File: config.mk
export PLATFORM = sky130hd
export DESIGN_NAME = uart_rx_status
export DESIGN_NICKNAME = d
export VERILOG_FILES = /design/src/rtl/urx_pkg.sv /design/src/rtl/urx_sampler.sv /design/src/rtl/urx_framer.sv /design/src/rtl/urx_status.sv /design/src/rtl/uart_rx_status.sv
export SDC_FILE = /design/constraint.sdc
export NUM_CORES = 1
export LEC_CHECK = 0
export ABC_AREA = 0
export BUFFER_PORTS_ARGS = -buffer_cell sky130_fd_sc_hd__buf_2
export CAP_MARGIN = 10
export CELL_PAD_IN_SITES_DETAIL_PLACEMENT = 2
export CELL_PAD_IN_SITES_GLOBAL_PLACEMENT = 2
export CORE_MARGIN = 2
export CORE_UTILIZATION = 31
export DETAILED_ROUTE_END_ITERATION = 10
export HOLD_SLACK_MARGIN = 0.03
export PLACE_DENSITY = 0.74
export SYNTH_ARGS = -nofsm -noshare
export SYNTH_HDL_FRONTEND = slang
export SYNTH_SLANG_ARGS = --single-unit
File: constraint.sdc
create_clock -name clk -period 1.5 [get_ports clk]
set_input_delay 0.075 -clock clk [delete_from_list [all_inputs] [get_ports clk]]
set_output_delay 0.075 -clock clk [all_outputs]
set_load 0.01 [all_outputs]
File: src/rtl/urx_pkg.sv
package urx_pkg;

    localparam int DW = 9;

    typedef enum logic [1:0] {
        RX_IDLE,
        RX_START,
        RX_DATA,
        RX_STOP
    } rx_state_e;

    typedef struct packed {
        logic [DW-1:0] data;
        logic          noise;
        logic          perr;
        logic          ferr;
    } rx_frame_t;

    localparam int ST_FULL  = 0;
    localparam int ST_OVR   = 1;
    localparam int ST_NOISE = 2;
    localparam int ST_PAR   = 3;
    localparam int ST_FRM   = 4;
    localparam int ST_W     = 5;

endpackage

File: src/rtl/urx_sampler.sv
module urx_sampler #(
    parameter int SYNC = 2,
    parameter int OSR  = 16,
    localparam int CW  = $clog2(OSR),
    localparam int MID = OSR / 2
) (
    input  logic          clk,
    input  logic          rst_n,
    input  logic          rxd,
    input  logic          tick,
    input  logic [CW-1:0] phase,
    output logic          rxd_s,
    output logic          vote_stb,
    output logic          vote,
    output logic          disagree
);

    logic [SYNC-1:0] chain_q;
    logic            samp_a_q;
    logic            samp_b_q;

    // input synchronizer, idles high
    always_ff @(posedge clk) begin
        if (!rst_n) begin
            chain_q <= '1;
        end else begin
            chain_q <= {chain_q[SYNC-2:0], rxd};
        end
    end

    assign rxd_s = chain_q[SYNC-1];

    always_ff @(posedge clk) begin
        if (!rst_n) begin
            samp_a_q <= 1'b1;
            samp_b_q <= 1'b1;
        end else if (tick) begin
            if (phase == CW'(MID - 1)) samp_a_q <= rxd_s;
            if (phase == CW'(MID))     samp_b_q <= rxd_s;
        end
    end

    always_comb begin
        vote_stb = tick && (phase == CW'(MID + 1));
        vote     = (samp_a_q & samp_b_q) | (samp_a_q & rxd_s) | (samp_b_q & rxd_s);
        disagree = !((samp_a_q == samp_b_q) && (samp_b_q == rxd_s));
    end


    vote_majority_chk: assert property (@(posedge clk) disable iff (!rst_n)
        vote_stb && samp_a_q && samp_b_q |-> vote);

endmodule

File: src/rtl/urx_framer.sv
module urx_framer
    import urx_pkg::*;
#(
    parameter int OSR  = 16,
    localparam int CW  = $clog2(OSR),
    localparam int IW  = $clog2(DW + 1)
) (
    input  logic          clk,
    input  logic          rst_n,
    input  logic          rx_en,
    input  logic          tick,
    input  logic          rxd_s,
    input  logic          vote_stb,
    input  logic          vote,
    input  logic          disagree,
    input  logic          cfg_nine,
    input  logic          cfg_par_en,
    input  logic          cfg_par_odd,
    output logic [CW-1:0] phase,
    output logic          frame_done,
    output rx_frame_t     frame
);

    rx_state_e     state_q, state_d;
    logic [CW-1:0] cnt_q;
    logic [IW-1:0] idx_q;
    logic [DW-1:0] shreg_q;
    logic          par_q;
    logic          noise_q;
    logic          bit_end;
    logic [IW-1:0] last_idx;

    assign bit_end  = tick && (cnt_q == CW'(OSR - 1));
    assign last_idx = cfg_nine ? IW'(DW - 1) : IW'(DW - 2);
    assign phase    = cnt_q;

    // state register
    always_ff @(posedge clk) begin
        if (!rst_n) state_q <= RX_IDLE;
        else        state_q <= state_d;
    end

    // transitions
    always_comb begin
        state_d = state_q;
        if (!rx_en) begin
            state_d = RX_IDLE;
        end else begin
            unique case (state_q)
                RX_IDLE:  if (tick && !rxd_s) state_d = RX_START;
                RX_START: begin
                    if (vote_stb && vote) state_d = RX_IDLE;
                    else if (bit_end)     state_d = RX_DATA;
                end
                RX_DATA:  if (bit_end && idx_q == last_idx) state_d = RX_STOP;
                RX_STOP:  if (vote_stb) state_d = RX_IDLE;
                default:  state_d = RX_IDLE;
            endcase
        end
    end

    // bit counter and shifter
    always_ff @(posedge clk) begin
        if (!rst_n) begin
            cnt_q   <= '0;
            idx_q   <= '0;
            shreg_q <= '0;
            par_q   <= 1'b0;
            noise_q <= 1'b0;
        end else if (state_q == RX_IDLE) begin
            cnt_q   <= CW'(1);
            idx_q   <= '0;
            shreg_q <= '0;
            par_q   <= 1'b0;
            noise_q <= 1'b0;
        end else if (tick) begin
            cnt_q <= bit_end ? '0 : cnt_q + CW'(1);
            if (vote_stb) begin
                noise_q <= noise_q | disagree;
                if (state_q == RX_DATA) begin
                    shreg_q[idx_q] <= vote;
                    par_q          <= par_q ^ vote;
                end
            end
            if (bit_end && state_q == RX_DATA) idx_q <= idx_q + IW'(1);
        end
    end

    // outputs
    always_comb begin
        frame_done  = rx_en && (state_q == RX_STOP) && vote_stb;
        frame.data  = shreg_q;
        frame.noise = noise_q | disagree;
        frame.perr  = cfg_par_en & (par_q ^ cfg_par_odd);
        frame.ferr  = ~vote;
    end


    disabled_idle_chk: assert property (@(posedge clk) disable iff (!rst_n)
        !rx_en |=> state_q == RX_IDLE);


    done_in_stop_chk: assert property (@(posedge clk) disable iff (!rst_n)
        frame_done |=> state_q == RX_IDLE);


    glitch_drop_chk: assert property (@(posedge clk) disable iff (!rst_n)
        rx_en && state_q == RX_START && vote_stb && vote |=> state_q == RX_IDLE);


    idx_bound_chk: assert property (@(posedge clk) disable iff (!rst_n)
        state_q == RX_DATA |-> idx_q <= IW'(DW - 1));

endmodule

File: src/rtl/urx_status.sv
module urx_status
    import urx_pkg::*;
(
    input  logic            clk,
    input  logic            rst_n,
    input  logic            frame_done,
    input  rx_frame_t       frame,
    input  logic            rd_stat,
    input  logic            rd_data,
    input  logic            irq_en,
    output logic [ST_W-1:0] stat_o,
    output logic [DW-1:0]   data_o,
    output logic            irq
);

    logic          full_q, ovr_q, nf_q, pf_q, fe_q, armed_q;
    logic [DW-1:0] rdr_q;
    logic          clear_now, full_eff, accept, blocked;

    always_comb begin
        clear_now = rd_data && armed_q;
        full_eff  = full_q && !clear_now;
        accept    = frame_done && !full_eff;
        blocked   = frame_done && full_eff;
    end

    always_ff @(posedge clk) begin
        if (!rst_n) begin
            rdr_q  <= '0;
            full_q <= 1'b0;
            ovr_q  <= 1'b0;
            nf_q   <= 1'b0;
            pf_q   <= 1'b0;
            fe_q   <= 1'b0;
        end else if (accept) begin
            rdr_q  <= frame.data;
            full_q <= 1'b1;
            ovr_q  <= 1'b0;
            nf_q   <= frame.noise;
            pf_q   <= frame.perr;
            fe_q   <= frame.ferr;
        end else if (blocked) begin
            ovr_q  <= 1'b1;
        end else if (clear_now) begin
            full_q <= 1'b0;
            ovr_q  <= 1'b0;
            nf_q   <= 1'b0;
            pf_q   <= 1'b0;
            fe_q   <= 1'b0;
        end
    end

    always_ff @(posedge clk) begin
        if (!rst_n)       armed_q <= 1'b0;
        else if (rd_stat) armed_q <= 1'b1;
        else if (rd_data) armed_q <= 1'b0;
    end

    always_comb begin
        stat_o           = '0;
        stat_o[ST_FULL]  = full_q;
        stat_o[ST_OVR]   = ovr_q;
        stat_o[ST_NOISE] = nf_q;
        stat_o[ST_PAR]   = pf_q;
        stat_o[ST_FRM]   = fe_q;
        data_o           = rdr_q;
        irq              = irq_en & full_q;
    end


    ovr_keeps_data_chk: assert property (@(posedge clk) disable iff (!rst_n)
        frame_done && full_q && !rd_data |=> $stable(rdr_q) && ovr_q);


    no_err_with_ovr_chk: assert property (@(posedge clk) disable iff (!rst_n)
        frame_done && full_q && !rd_data |=> $stable({nf_q, pf_q, fe_q}));


    clear_all_chk: assert property (@(posedge clk) disable iff (!rst_n)
        rd_data && armed_q && !frame_done |=> stat_o == '0);


    full_source_chk: assert property (@(posedge clk) disable iff (!rst_n)
        $rose(full_q) |-> $past(frame_done));


    irq_needs_full_chk: assert property (@(posedge clk) disable iff (!rst_n)
        irq |-> full_q);

endmodule

File: src/rtl/uart_rx_status.sv
module uart_rx_status
    import urx_pkg::*;
#(
    parameter int OSR  = 16,
    parameter int SYNC = 2,
    localparam int CW  = $clog2(OSR)
) (
    input  logic            clk,
    input  logic            rst_n,
    input  logic            baud_tick,
    input  logic            rx_en,
    input  logic            rxd,
    input  logic            cfg_nine,
    input  logic            cfg_par_en,
    input  logic            cfg_par_odd,
    input  logic            irq_en,
    input  logic            rd_stat,
    input  logic            rd_data,
    output logic [ST_W-1:0] stat_q,
    output logic [DW-1:0]   data_q,
    output logic            irq
);

    logic          rxd_s, vote_stb, vote, disagree, frame_done;
    logic [CW-1:0] phase;
    rx_frame_t     frame;

    urx_sampler #(.SYNC(SYNC), .OSR(OSR)) u_samp (
        .clk      (clk),
        .rst_n    (rst_n),
        .rxd      (rxd),
        .tick     (baud_tick),
        .phase    (phase),
        .rxd_s    (rxd_s),
        .vote_stb (vote_stb),
        .vote     (vote),
        .disagree (disagree)
    );

    urx_framer #(.OSR(OSR)) u_frm (
        .clk         (clk),
        .rst_n       (rst_n),
        .rx_en       (rx_en),
        .tick        (baud_tick),
        .rxd_s       (rxd_s),
        .vote_stb    (vote_stb),
        .vote        (vote),
        .disagree    (disagree),
        .cfg_nine    (cfg_nine),
        .cfg_par_en  (cfg_par_en),
        .cfg_par_odd (cfg_par_odd),
        .phase       (phase),
        .frame_done  (frame_done),
        .frame       (frame)
    );

    urx_status u_stat (
        .clk        (clk),
        .rst_n      (rst_n),
        .frame_done (frame_done),
        .frame      (frame),
        .rd_stat    (rd_stat),
        .rd_data    (rd_data),
        .irq_en     (irq_en),
        .stat_o     (stat_q),
        .data_o     (data_q),
        .irq        (irq)
    );

endmodule

==> out/results.tsv <==
metric	value	unit
core_area	5851	µm²
finalSetupViolations	21	
fin_crit_sh	1.127	
drt_iter0_drc	68	
drive_gt1_frac	0.4053	
ys_async_sr_fraction	0	
rsz0062_at_grt	true	
insertion_delay	300	ps
mostFrequentLayoutCell	dfxtp_1	
synth_area_leaders	dfxtp_1 (43%), ha_1 (6.1%), nand3_1 (5.1%), o21ai_0 (4.6%), nand2_1 (3.9%)	
hpwl	3.703	mm
synth_top_area_frac	0.4330	
r2r_setup_slack	-190	ps
finalSetupTns	-2747	ps
antenna_found_initial	0	
syn_nets	228	
grt_pass1_wl	9.784	mm
die_w	81.24	µm
cts_buffers	5	
wl_per_cell	21.12	µm
required	1690	ps
cts_tree	done	
synth_cell_types	37	
ir_drop	270.8	µV
root_buffer	clkbuf_8	
yosys_warnings	0	
gp_congestion	0.7804	
finalMaxSlewViolations	0	
drc	0	
routed_wl	7.160	mm
relSlewSlack	0.7174	
nFillCells	637	
dp_cells	316	
rows	28	
cp-start-kind	register	
io_pins	26	
path_delay_family	simple AND/OR/NAND/NOR gates	
seq_area_frac_synth	0.4330	
synth-edff-count	0	
syn_area	1849	µm²
p_per_area	780.9	nW/µm²
num_vias	1799	
failed_checks	negative setup slack	
synth_seq_cells	40	
path_buf_inv	2	
min_path_type	primary input to register	
whs	58.04	ps
maxCapViolCount	0	
antennaDiodeCount	0	
die-height	81.24	µm
crit_fanout	7	
dr.pass1.iters	4	
synth_top_cell_by_area	dfxtp_1	
grt_pass1_vias	1901	
port_buffers	25	
clkTransAtPathRegs	80	ps
most-common-layout-cells	dfxtp_1 (37), buf_4 (28), buf_2 (25)	
slowest_delay	330	ps
initial_utilization	0.3161	
syn_inst	208	
worstPathArrival	1890	ps
end_kind	register	
hold_viol	0	
htreeDepth	2	
crit_type	register to register	
syn_to_final_growth	43.17	%
min_period	1691	ps
worst_slack	-190.8	ps
synth_flop_cell	dfxtp_1	
ant_nets	0	
max_clock_freq	591.4	MHz
avgSynthCellArea	8.891	µm²
slowest_stage	dfxtp_2	
nNetsFinal	283	
status	finished with violations	
via_per_inst	5.307	
dieArea	6599	µm²
crit_path_cell_trace	inv_2 > ha_4 > nand4b_4 > nor4b_4 > buf_4 > a21oi_1 > a311oi_1	
grt_max_degree	31	
final_cells	339	
fin_skew	5.399	ps
worstMarginPinSlew	423.1	ps
cts_buffer_depth	2	
grt_overflow	0	
numClockSinks	40	
grt_usage	0.1969	
power_leakage	0.0009847	µW
[synthesized netlist by cell type, types with 4 or more instances]
cell type and count:
ha_1 9, inv_1 7, nor3_1 9, buf_2 4
o21ai_0 17, nor2_1 11, a311oi_1 5, dfxtp_1 40
nand3_1 19, and3_1 4, nand2_1 19, clkbuf_1 7
xnor2_1 4, buf_4 5, a21oi_1 14
[flip-flops by register name, summed over array words and instances, names as in the netlist, named ones only]
register         count
u_frm.idx_q          4
u_frm.noise_q        1
u_frm.par_q          1
u_frm.phase          4
u_frm.shreg_q        9
u_frm.state_q        1
u_samp.chain_q       2
u_samp.samp_a_q      1
u_samp.samp_b_q      1
u_stat.armed_q       1
u_stat.data_o        9
u_stat.fe_q          1
u_stat.full_q        1
u_stat.nf_q          1
u_stat.ovr_q         1
u_stat.pf_q          1
[cells by family after synthesis]
kind of cell | synth area share
flip-flops | 0.4330
multiplexers | 0.01624
adder cells (fa/ha/maj) | 0.06089
AND/OR/NAND/NOR | 0.2470
AO/OA/AOI/OAI | 0.1549
XOR/XNOR | 0.02842
buffers and inverters | 0.05955
[worst register-to-register path, stage by stage, from the launching register on]
cell and delay, ps:
dfxtp_2 330, inv_2 70, ha_4 130, nand4b_4 200
nor4b_4 300, buf_4 220, a21oi_1 90, a311oi_1 250
[routing by layer]
metal | part of all wire | up-vias | GRT usage
met3 | 0.023 | 12 | 0.03667
met2 | 0.53 | 34 | 0.3471
met4 | 0.016 | 0 | 0.05424
met1 | 0.43 | 915 | 0.2444
met5 | 0 | - | 0
li1 | - | 838 | -
[final cells by class]
| cell class | instances | area (µm²) | share of cell area |
|---|---|---|---|
| clock inverters | 2 | 35.03 | 0.01323 |
| clock buffers | 6 | 72.57 | 0.02741 |
| well taps | 75 | 93.84 | 0.03544 |
| flip-flops and latches | 40 | 804.5 | 0.3039 |
| repair buffers | 64 | 504.2 | 0.1905 |
| multi-input cells | 145 | 1111 | 0.4197 |
| inverters | 7 | 26.28 | 0.009924 |
[final timing paths]
path,from,end,cells past startpoint
setup / recovery,u_frm.phase[1],u_frm.shreg_q[6],7
hold / removal,cfg_par_en,u_stat.pf_q,3
setup reg to reg,u_frm.phase[1],u_frm.shreg_q[6],7
hold reg to reg,u_samp.chain_q[0],u_samp.chain_q[1],1
[repair_timing]
action	CTS	global route
endpoints found under the hold margin	3	0
buffers inserted	4	6
cloned	0	2
gates resized for setup	3	50
hold buffers	3	0
pin swaps	3	11
endpoints found under the setup margin	11	30
[power by group]
part / leakage [µW] / switching, µW / internal [µW]
Combinational: 0.000605 / 53.2 / 38.5
Sequential: 0.000324 / 4.86 / 1070
Clock: 0.0000552 / 409 / 495
Total: 0.000985 / 467 / 1600
[per-stage QoR]
step | setup WS (ps) | power, µW | area (µm²) | util
6_report | -190.8 | 2067 | 2648 | 0.4525
4_1_cts | -56.82 | 2063 | 2390 | 0.4085
5_1_grt | -279.0 | 2121 | 2648 | 0.4525
3_5_place_dp | -150.1 | 1173 | 2190 | 0.3743
3_3_place_gp | -51.90 | 1169 | 2190 | 0.3743
2_1_floorplan | 2.133 | 1136 | 1863 | -
No activity file was read; power rests on OpenSTA's default activity.
